**src/rtl/ets_pkg.sv**
```systemverilog
package ets_pkg;
  localparam int DOM_W  = 8;
  localparam int TYP_W  = 4;
  localparam int SEQ_W  = 16;
  localparam int SEC_W  = 5;
  localparam int NS_W   = 30;
  localparam int FRAC_W = 16;
  localparam int WORD_W = 16;
  localparam int ADDR_W = 4;
  localparam int DLY_W  = 16;

  localparam logic [NS_W-1:0] NS_PER_SEC = 30'd1000000000;

  localparam logic [ADDR_W-1:0] A_WORD0  = 4'd0;
  localparam logic [ADDR_W-1:0] A_WORD1  = 4'd1;
  localparam logic [ADDR_W-1:0] A_WORD2  = 4'd2;
  localparam logic [ADDR_W-1:0] A_WORD3  = 4'd3;
  localparam logic [ADDR_W-1:0] A_RING   = 4'd4;
  localparam logic [ADDR_W-1:0] A_IRQ_EN = 4'd5;
  localparam logic [ADDR_W-1:0] A_STATUS = 4'd6;
  localparam logic [ADDR_W-1:0] A_DLY_NS = 4'd7;
  localparam logic [ADDR_W-1:0] A_DLY_FR = 4'd8;

  typedef struct packed {
    logic [DOM_W-1:0] domain;
    logic [TYP_W-1:0] msg_type;
    logic [SEQ_W-1:0] seq_id;
    logic [SEC_W-1:0] sec;
    logic [NS_W-1:0]  nsec;
  } ets_entry_t;
endpackage

```
**src/rtl/ets_delay_add.sv**
```systemverilog
module ets_delay_add
  import ets_pkg::*;
(
  input  ets_entry_t         raw_i,
  input  logic [FRAC_W-1:0]  raw_frac_i,
  input  logic [DLY_W-1:0]   dly_ns_i,
  input  logic [FRAC_W-1:0]  dly_frac_i,
  output ets_entry_t         adj_o
);
  localparam int PAD_W = NS_W + 1 - DLY_W;

  logic            frac_carry;
  logic [NS_W:0]   ns_sum;
  logic            ns_wrap;

  always_comb begin
    // fraction overflow occurs exactly when a + b >= 2^FRAC_W
    frac_carry = (raw_frac_i > ~dly_frac_i);
    ns_sum     = {1'b0, raw_i.nsec} + {{PAD_W{1'b0}}, dly_ns_i}
               + {{NS_W{1'b0}}, frac_carry};
    ns_wrap    = (ns_sum >= {1'b0, NS_PER_SEC});

    adj_o          = raw_i;
    adj_o.nsec     = ns_wrap ? NS_W'(ns_sum - {1'b0, NS_PER_SEC}) : ns_sum[NS_W-1:0];
    adj_o.sec      = raw_i.sec + SEC_W'(ns_wrap);
  end
endmodule

```
**src/rtl/ets_fifo.sv**
```systemverilog
module ets_fifo
  import ets_pkg::*;
#(
  parameter int DEPTH = 4,
  localparam int PTR_W = (DEPTH > 1) ? $clog2(DEPTH) : 1,
  localparam int CNT_W = $clog2(DEPTH + 1)
)(
  input  logic             clk,
  input  logic             rst_n,
  input  logic             push_i,
  input  ets_entry_t       din_i,
  input  logic             pop_i,
  output ets_entry_t       head_o,
  output logic [CNT_W-1:0] cnt_o,
  output logic             full_o,
  output logic             empty_o
);
  ets_entry_t       mem [DEPTH];
  logic [PTR_W-1:0] wr_ptr_q, wr_ptr_d;
  logic [PTR_W-1:0] rd_ptr_q, rd_ptr_d;
  logic [CNT_W-1:0] cnt_q, cnt_d;
  logic             do_push, do_pop;

  function automatic logic [PTR_W-1:0] ptr_inc(input logic [PTR_W-1:0] p);
    return (p == PTR_W'(DEPTH - 1)) ? '0 : p + 1'b1;
  endfunction

  assign full_o  = (cnt_q == CNT_W'(DEPTH));
  assign empty_o = (cnt_q == '0);
  assign do_push = push_i && !full_o;
  assign do_pop  = pop_i && !empty_o;

  always_comb begin
    wr_ptr_d = do_push ? ptr_inc(wr_ptr_q) : wr_ptr_q;
    rd_ptr_d = do_pop  ? ptr_inc(rd_ptr_q) : rd_ptr_q;
    cnt_d    = cnt_q + CNT_W'(do_push) - CNT_W'(do_pop);
  end

  always_ff @(posedge clk or negedge rst_n) begin
    if (!rst_n) begin
      wr_ptr_q <= '0;
      rd_ptr_q <= '0;
      cnt_q    <= '0;
    end else begin
      wr_ptr_q <= wr_ptr_d;
      rd_ptr_q <= rd_ptr_d;
      cnt_q    <= cnt_d;
    end
  end

  for (genvar g = 0; g < DEPTH; g++) begin : g_slot
    always_ff @(posedge clk) begin
      if (do_push && (wr_ptr_q == PTR_W'(g))) begin
        mem[g] <= din_i;
      end
    end
  end

  assign head_o = mem[rd_ptr_q];
  assign cnt_o  = cnt_q;
endmodule

```
**src/rtl/ets_regs.sv**
```systemverilog
module ets_regs
  import ets_pkg::*;
(
  input  logic               clk,
  input  logic               rst_n,
  input  logic               host_wr,
  input  logic [ADDR_W-1:0]  host_addr,
  input  logic [WORD_W-1:0]  host_wdata,
  input  logic               fifo_empty_i,
  input  ets_entry_t         head_i,
  input  logic               ovf_set_i,
  output logic               pop_o,
  output logic [DLY_W-1:0]   dly_ns_o,
  output logic [FRAC_W-1:0]  dly_frac_o,
  output logic               rdo_valid_o,
  output logic [WORD_W-1:0]  word0_o,
  output logic [WORD_W-1:0]  word1_o,
  output logic [WORD_W-1:0]  word2_o,
  output logic [WORD_W-1:0]  word3_o,
  output logic [WORD_W-1:0]  host_rdata,
  output logic               irq_o
);
  ets_entry_t        rdo_q, rdo_d;
  logic              rdo_vld_q, rdo_vld_d;
  logic              irq_en_q, irq_en_d;
  logic              ovf_q, ovf_d;
  logic [DLY_W-1:0]  dly_ns_q, dly_ns_d;
  logic [FRAC_W-1:0] dly_fr_q, dly_fr_d;
  logic              wr_ring, wr_en, wr_stat, wr_dns, wr_dfr;

  always_comb begin
    wr_ring = host_wr && (host_addr == A_RING);
    wr_en   = host_wr && (host_addr == A_IRQ_EN);
    wr_stat = host_wr && (host_addr == A_STATUS);
    wr_dns  = host_wr && (host_addr == A_DLY_NS);
    wr_dfr  = host_wr && (host_addr == A_DLY_FR);
    pop_o   = wr_ring && host_wdata[0];
  end

  always_comb begin
    rdo_d     = rdo_q;
    rdo_vld_d = rdo_vld_q;
    if (pop_o) begin
      if (!fifo_empty_i) begin
        rdo_d     = head_i;
        rdo_vld_d = 1'b1;
      end else begin
        rdo_d     = '0;
        rdo_vld_d = 1'b0;
      end
    end
    irq_en_d = wr_en  ? host_wdata[0] : irq_en_q;
    dly_ns_d = wr_dns ? host_wdata    : dly_ns_q;
    dly_fr_d = wr_dfr ? host_wdata    : dly_fr_q;
    if (ovf_set_i) begin
      ovf_d = 1'b1;
    end else if (wr_stat && host_wdata[1]) begin
      ovf_d = 1'b0;
    end else begin
      ovf_d = ovf_q;
    end
  end

  always_ff @(posedge clk or negedge rst_n) begin
    if (!rst_n) begin
      rdo_q     <= '0;
      rdo_vld_q <= 1'b0;
      irq_en_q  <= 1'b0;
      ovf_q     <= 1'b0;
      dly_ns_q  <= '0;
      dly_fr_q  <= '0;
    end else begin
      rdo_q     <= rdo_d;
      rdo_vld_q <= rdo_vld_d;
      irq_en_q  <= irq_en_d;
      ovf_q     <= ovf_d;
      dly_ns_q  <= dly_ns_d;
      dly_fr_q  <= dly_fr_d;
    end
  end

  always_comb begin
    word0_o = {rdo_vld_q, rdo_q.sec[4:2], rdo_q.msg_type, rdo_q.domain};
    word1_o = rdo_q.seq_id;
    word2_o = rdo_q.nsec[15:0];
    word3_o = {rdo_q.sec[1:0], rdo_q.nsec[29:16]};
    unique case (host_addr)
      A_WORD0:  host_rdata = word0_o;
      A_WORD1:  host_rdata = word1_o;
      A_WORD2:  host_rdata = word2_o;
      A_WORD3:  host_rdata = word3_o;
      A_IRQ_EN: host_rdata = {{(WORD_W-1){1'b0}}, irq_en_q};
      A_STATUS: host_rdata = {{(WORD_W-2){1'b0}}, ovf_q, !fifo_empty_i};
      A_DLY_NS: host_rdata = dly_ns_q;
      A_DLY_FR: host_rdata = dly_fr_q;
      default:  host_rdata = '0;
    endcase
  end

  assign rdo_valid_o = rdo_vld_q;
  assign dly_ns_o    = dly_ns_q;
  assign dly_frac_o  = dly_fr_q;
  assign irq_o       = irq_en_q && !fifo_empty_i;
endmodule

```
**src/rtl/egress_ts_fifo.sv**
```systemverilog
module egress_ts_fifo
  import ets_pkg::*;
#(
  parameter int DEPTH = 4,
  localparam int CNT_W = $clog2(DEPTH + 1)
)(
  input  logic               clk,
  input  logic               rst_n,
  input  logic               cap_valid,
  input  logic [DOM_W-1:0]   cap_domain,
  input  logic [TYP_W-1:0]   cap_msg_type,
  input  logic [SEQ_W-1:0]   cap_seq_id,
  input  logic [SEC_W-1:0]   cap_sec,
  input  logic [NS_W-1:0]    cap_nsec,
  input  logic [FRAC_W-1:0]  cap_subns,
  input  logic               host_wr,
  input  logic [ADDR_W-1:0]  host_addr,
  input  logic [WORD_W-1:0]  host_wdata,
  output logic [WORD_W-1:0]  host_rdata,
  output logic               irq
);
  ets_entry_t        raw_entry, adj_entry, head_entry;
  logic [DLY_W-1:0]  dly_ns;
  logic [FRAC_W-1:0] dly_frac;
  logic [CNT_W-1:0]  fifo_cnt;
  logic              fifo_full, fifo_empty, pop_req, ovf_set;
  logic              rdo_valid;
  logic [WORD_W-1:0] word0, word1, word2, word3;

  always_comb begin
    raw_entry.domain   = cap_domain;
    raw_entry.msg_type = cap_msg_type;
    raw_entry.seq_id   = cap_seq_id;
    raw_entry.sec      = cap_sec;
    raw_entry.nsec     = cap_nsec;
  end

  assign ovf_set = cap_valid && fifo_full;

  ets_delay_add u_dly (
    .raw_i      (raw_entry),
    .raw_frac_i (cap_subns),
    .dly_ns_i   (dly_ns),
    .dly_frac_i (dly_frac),
    .adj_o      (adj_entry)
  );

  ets_fifo #(.DEPTH(DEPTH)) u_fifo (
    .clk     (clk),
    .rst_n   (rst_n),
    .push_i  (cap_valid),
    .din_i   (adj_entry),
    .pop_i   (pop_req),
    .head_o  (head_entry),
    .cnt_o   (fifo_cnt),
    .full_o  (fifo_full),
    .empty_o (fifo_empty)
  );

  ets_regs u_regs (
    .clk          (clk),
    .rst_n        (rst_n),
    .host_wr      (host_wr),
    .host_addr    (host_addr),
    .host_wdata   (host_wdata),
    .fifo_empty_i (fifo_empty),
    .head_i       (head_entry),
    .ovf_set_i    (ovf_set),
    .pop_o        (pop_req),
    .dly_ns_o     (dly_ns),
    .dly_frac_o   (dly_frac),
    .rdo_valid_o  (rdo_valid),
    .word0_o      (word0),
    .word1_o      (word1),
    .word2_o      (word2),
    .word3_o      (word3),
    .host_rdata   (host_rdata),
    .irq_o        (irq)
  );
endmodule

```
**config.mk**
```make
export PLATFORM = sky130hd
export DESIGN_NAME = egress_ts_fifo
export DESIGN_NICKNAME = d
export VERILOG_FILES = /design/src/rtl/ets_pkg.sv /design/src/rtl/ets_delay_add.sv /design/src/rtl/ets_fifo.sv /design/src/rtl/ets_regs.sv /design/src/rtl/egress_ts_fifo.sv
export SDC_FILE = /design/constraint.sdc
export NUM_CORES = 1
export LEC_CHECK = 0
export BUFFER_PORTS_ARGS = -buffer_cell sky130_fd_sc_hd__buf_2
export CAP_MARGIN = 30
export CORE_MARGIN = 2
export CORE_UTILIZATION = 65
export CTS_BUF_LIST = sky130_fd_sc_hd__clkbuf_4 sky130_fd_sc_hd__clkbuf_8 sky130_fd_sc_hd__clkbuf_16
export DETAILED_ROUTE_END_ITERATION = 8
export PLACE_DENSITY = 0.85
export SETUP_SLACK_MARGIN = 0.1
export SLEW_MARGIN = 20
export SYNTH_ARGS = -nofsm -noshare
export SYNTH_HDL_FRONTEND = slang
export SYNTH_SLANG_ARGS = --single-unit
```
**constraint.sdc**
```tcl
create_clock -name clk -period 14.2 [get_ports clk]
set_input_delay 2.13 -clock clk [delete_from_list [all_inputs] [get_ports clk]]
set_output_delay 2.13 -clock clk [all_outputs]
set_load 0.05 [all_outputs]
```
Yosys cells after proc, flatten, opt, wreduce, memory -nomap -nowiden
Memories as Yosys holds them, arrays and structs flattened.
Index checks and enable logic that the tools add are counted.
{"block": "word_totals", "ff_bits": 105, "ram_bits": 252, "in_bits": 103, "out_inout_bits": 17, "word_cells": 87, "memories": 1}
{"block": "classes", "add_sub_neg": 8, "order_cmp": 2, "n_eq_ne": 13, "mux": 25, "bitwise_logic": 1, "reduce_logical": 24}
{"name": "u_fifo.mem", "words": 4, "width": 63, "read_ports": 1, "rd_clocked_by_memory_dff": 0, "wr": 1, "line_no": "ets_fifo.sv:18", "rtl": "ets_entry_t mem [DEPTH];"}
{"cell": "63-bit 2-to-1 mux", "count": 4}
{"cell": "63-bit OR reduction", "count": 3}
{"cell": "16-bit one-hot mux with 8 select lines", "count": 1}
{"cell": "30-bit by 16-bit adder with 31-bit output", "count": 1}
{"cell": "31-bit by 1-bit adder with 31-bit output", "count": 1}
{"cell": "31-bit by 30-bit greater-or-equal comparator with 1-bit output, second input constant", "count": 1}
{"cell": "30-bit 2-to-1 mux", "count": 1}
{"cell": "30-bit subtractor, second input constant", "count": 1}
{"cell": "4-bit by 3-bit == test with 1-bit output, second input constant", "count": 4}
{"cell": "16-bit > comparator", "count": 1}
{"cell": "16-bit NOT", "count": 1}
{"cell": "1-bit logical AND", "count": 15}
{"cell": "1-bit 2-to-1 mux", "count": 14}
{"cell": "2-bit 2-to-1 mux", "count": 5}
{"cell": "4-bit by 2-bit == test with 1-bit output, second input constant", "count": 2}
{"cell": "2-bit == test, second input constant", "count": 3}
{"cell": "5-bit by 1-bit adder with 5-bit output", "count": 1}
{"cell": "2-bit by 1-bit adder with 2-bit output, second input constant", "count": 2}
{"cell": "4-bit by 1-bit == test with 1-bit output, second input constant", "count": 1}
{"cell": "4-bit == test, second input constant", "count": 1}
{"cell": "4-bit zero test", "count": 1}
{"cell": "3-bit by 1-bit adder with 3-bit output", "count": 1}
{"cell": "3-bit == test, second input constant", "count": 1}
{"cell": "3-bit zero test", "count": 1}
{"cell": "other kinds (5)", "count": 6}

Logic depth before layout (Yosys ltp)
{"block": "depth", "word_depth": 10, "mapped_depth": 30, "depth_no_buf": 29}

Cells and area by module
A second synthesis with hierarchy kept.
{"block": "hier_totals", "hier_cells": 1130, "area_unflattened_um2": 17314.1}
{"module": "ets_fifo", "n_inst": 1, "cells_per_inst": 368, "area_each_um2": 9529.1, "seq_area_each_um2": 7742.4}
{"module": "ets_regs", "n_inst": 1, "cells_per_inst": 402, "area_each_um2": 5223.8, "seq_area_each_um2": 2452.4}
{"module": "ets_delay_add", "n_inst": 1, "cells_per_inst": 359, "area_each_um2": 2555.0, "seq_area_each_um2": 0.0}
{"module": "egress_ts_fifo", "n_inst": 1, "cells_per_inst": 1, "area_each_um2": 6.3, "seq_area_each_um2": 0.0}

Worst setup path before layout
OpenSTA, ideal clock, no wires.
{"block": "synth_timing", "path_kind": "in2reg", "startpoint": "in cap_subns[9]", "endpoint": "mem u_fifo.mem[0][34] (netlist bit), data pin", "setup_ps": 272, "t_arrival_ps": 7081, "path_slack_ps": 6848, "cell_stages": 29, "path_buffers": 1, "path_cell_list": "ha_1 > a21oi_1 > nor2b_1 > o21ai_0 > nand2b_1 > a21oi_1 > nor2b_1 > o21ai_0 > nand2b_1 > a221oi_1 > a31o_2 > fa_1 > inv_1 > fa_1 > a211oi_1 > o21a_4 > a211oi_1 > o211a_1 > a2111oi_1 > a21oi_1 > o21ai_1 > a311oi_1 > o31a_1 > inv_2 > buf_6 > ha_1 > ha_1 > nand3_1 > xnor2_1"}
{"element": "start: declaration", "line_no": "egress_ts_fifo.sv:15", "rtl": "input logic [FRAC_W-1:0] cap_subns,"}
{"element": "end: declaration", "line_no": "ets_fifo.sv:18"}

==> results.ini <==
[timing]
hold_viol=0
rsz0062_at_grt=false
max_freq_mhz=124.4
maxSlewHeadroom=0.3521
fin_skew_ps=16.49
setup_viol=0
worst_pin_slew_ps=969.6
post-route-period-util=0.5663
drv_slew=0
fin_tns_setup_ps=0
period_minus_slack_ps=8041

[finish]
stdcell_area_sq_um=18080
layout-drive-gt1-share=0.2794
syn_to_final_growth_pct=14.02
layout.nets=1285

[detailed_routing]
wl_per_cell_microns=26.98
drt.antenna.violating_nets=0
routed_wl_mm=40.15
dr.pass1.iters=6
vias_per_cell=6.858
drt_iter0_markers=1188
route.detailed.drc=0
route.vias.total=10205

[cts]
cts_tree=built
cts_root_buf=clkbuf_16
clk_latency_ps=510
path_clk_slew_ps=60
cts_sinks=357
cts_setup_buffers=0
clockBufferDepth=3
cts_resized=0
postCtsHoldBufs=0
cts_buffers=34
htreeDepth=2

[logic_synthesis]
synth_nets=1161
async_reset_ff_frac=0.2941
yosysSeqAreaShare=0.6427
synth_seq_cells=357
yosysUniqueCellTypes=68
synth_cells=1014
ys_warn_count=0
synth.cell_area_sq_um=15860
syn_area_per_cell_sq_um=15.64
synth-edff-count=252
synth-main-ff-cell=edfxtp_1

[worst_setup_path]
r2r-end=u_fifo.mem[1][34]$_DFFE_PP_
worstPathMaxFanout=12
cpPeakStageDelay_ps=600
critPathTopFamily=compound AO/OA/AOI/OAI gates
crit_path_end_kind=register
cp_slowest_cell=a2111oi_1
ff2ff_setup_slack_ps=7420
arrival_ps=8360
worstSetupPathType=in2reg
crit_buf_inv=3
worstPathRequired_ps=14520
cp-start-kind=primary input
r2r_start=u_regs.dly_frac_o[9]$_DFFE_PN0P_
reg2regPathDepth=28

[placement]
gp_congestion=0.8925
place_area_sq_um=16810
port-buffer-count=119
hpwl_mm=24.52

[power]
power_uw=3406
seqPwrFrac=0.469
power_switching_uw=1045
power_density_nw_per_um2=188.3
switching_share=0.3067
leakagePower_uw=0.006795
ir_drop_uv=136.2
intPower_uw=2361
p_clk_frac=0.273
combPwrFrac=0.258

[die]
dieArea_sq_um=25670
rows=57
chipHeight_microns=160.2
die_w_microns=160.2
core_area_sq_um=24110
io_pins=120
start_util=0.6580

[global_route]
grt_use_total=0.3068
grt_max_degree=68
grt_pass1_vias=9990
antenna_found_initial=4
grt_overflow=0
grt_pass1_wl_mm=59.11

[outcome]
status=complete, no violations

[min_path]
hp-class=reg2reg
worstHoldStart=u_regs.word2_o[7]$_DFFE_PN0P_
worst_hold_path.num_cells=1
worstHoldEndpoint=u_regs.word2_o[7]$_DFFE_PN0P_

[flow_run]
cap_violations=0

[registers in the layout (all words and copies together) (netlist names)]
register / count
u_fifo.cnt_o: 3
u_fifo.wr_ptr_q: 2
u_regs.word3_o: 16
u_regs.irq_en_q: 1
u_fifo.mem: 252
u_regs.word2_o: 16
u_regs.dly_ns_o: 16
u_fifo.rd_ptr_q: 2
u_regs.ovf_q: 1
u_regs.word0_o: 15
u_regs.word1_o: 16
u_regs.dly_frac_o: 16
u_regs.rdo_valid_o: 1
[how the worst max path moves through the flow]
stage | slack [ps] | endpoint | cells past startpoint | start
3_5_place_dp | 5760 | u_fifo.mem[2][34]$_DFFE_PP_ | 29 | cap_subns[9]
3_3_place_gp | 5890 | u_fifo.mem[0][34]$_DFFE_PP_ | 29 | cap_subns[9]
5_1_grt | 5690 | u_fifo.mem[1][34]$_DFFE_PP_ | 29 | cap_subns[9]
6_report | 6160 | u_fifo.mem[1][34]$_DFFE_PP_ | 29 | cap_subns[9]
4_1_cts | 6250 | u_fifo.mem[1][34]$_DFFE_PP_ | 29 | cap_subns[9]
2_1_floorplan | 6850 | u_fifo.mem[0][34]$_DFFE_PP_ | 29 | cap_subns[9]
[kinds of logic after synthesis]
group / Yosys count / share of synthesized area
AO/OA/AOI/OAI: 228 / 0.1070
XOR/XNOR: 43 / 0.02374
adder cells (fa/ha/maj): 44 / 0.03613
buffers and inverters: 69 / 0.01767
flip-flops: 357 / 0.6427
multiplexers: 100 / 0.1156
AND/OR/NAND/NOR: 173 / 0.05703
[power groups by stage]
stage	clock network, uW	registers, uW	logic [uW]
6_report	930	1600	877
5_1_grt	971	1610	937
4_1_cts	936	1590	852
3_5_place_dp	0	1600	838
3_3_place_gp	0	1590	813
2_1_floorplan	0	1510	645
[layout by cell type, fill, tap and decap left out, drive strengths merged, types with 3 or more instances in the layout]
cell type / Yosys / final
or2: 4 / 4
a31oi: 6 / 6
a21o: 6 / 6
o21a: 7 / 7
buf: 14 / 139
clkbuf: 38 / 49
a22oi: 46 / 46
nand2: 33 / 33
nand4: 9 / 9
nor4: 5 / 5
or3: 3 / 3
xor2: 16 / 16
a211oi: 4 / 4
and2: 10 / 10
nand2b: 6 / 6
nor3: 15 / 15
inv: 17 / 17
nand3: 32 / 32
a22o: 63 / 63
nor2b: 11 / 11
o211ai: 9 / 9
nor2: 30 / 30
a221oi: 3 / 3
clkinv: 0 / 11
a21oi: 38 / 38
mux2: 36 / 36
dfrtp: 105 / 105
mux4: 63 / 63
o221ai: 3 / 3
nor3b: 3 / 3
ha: 41 / 41
or4: 3 / 3
fa: 3 / 3
o21ai: 25 / 25
a21boi: 4 / 4
xnor2: 27 / 27
edfxtp: 252 / 252
[Yosys cell counts (30+ instances only)]
cell / instances / area (sq um)
edfxtp_1: 252 / 7567
dfrtp_1: 105 / 2628
a22o_1: 63 / 551.8
mux4_2: 63 / 1419
a22oi_1: 46 / 345.3
ha_1: 41 / 513.0
clkbuf_1: 38 / 142.6
a21oi_1: 37 / 185.2
mux2_2: 36 / 405.4
nand2_1: 33 / 123.9
nand3_1: 32 / 160.2
nor2_1: 30 / 112.6
[area by class of cell]
class / instances / area [sq um]
sequential: 357 / 10200
clock inverter: 13 / 115.1
multi-input combinational: 588 / 5428
inverter: 17 / 63.81
antenna: 1 / 2.502
clock buffer: 48 / 1045
tap: 324 / 405.4
fill: 1403 / 6021
timing repair buffer: 140 / 825.8
[metrics by stage]
step           setup slack, ps  instances  utilization  hold WS (ps)
2_1_floorplan             6848       1014            -         450.6
3_3_place_gp              5885       1420       0.6972         467.7
3_5_place_dp              5762       1420       0.6972         479.4
4_1_cts                   6253       1481       0.7454         509.7
5_1_grt                   5687       1488       0.7502         525.3
6_report                  6159       1488       0.7502         510.4
[routing by layer]
| layer | wire, microns | track usage | vias up |
|---|---|---|---|
| met3 | 3738 | 0.06078 | 124 |
| met5 | 11 | 0 | - |
| li1 | - | - | 4300 |
| met1 | 14990 | 0.4170 | 5100 |
| met4 | 2180 | 0.1310 | 2 |
| met2 | 19230 | 0.4939 | 679 |
Power figures use the tool's default switching activity.
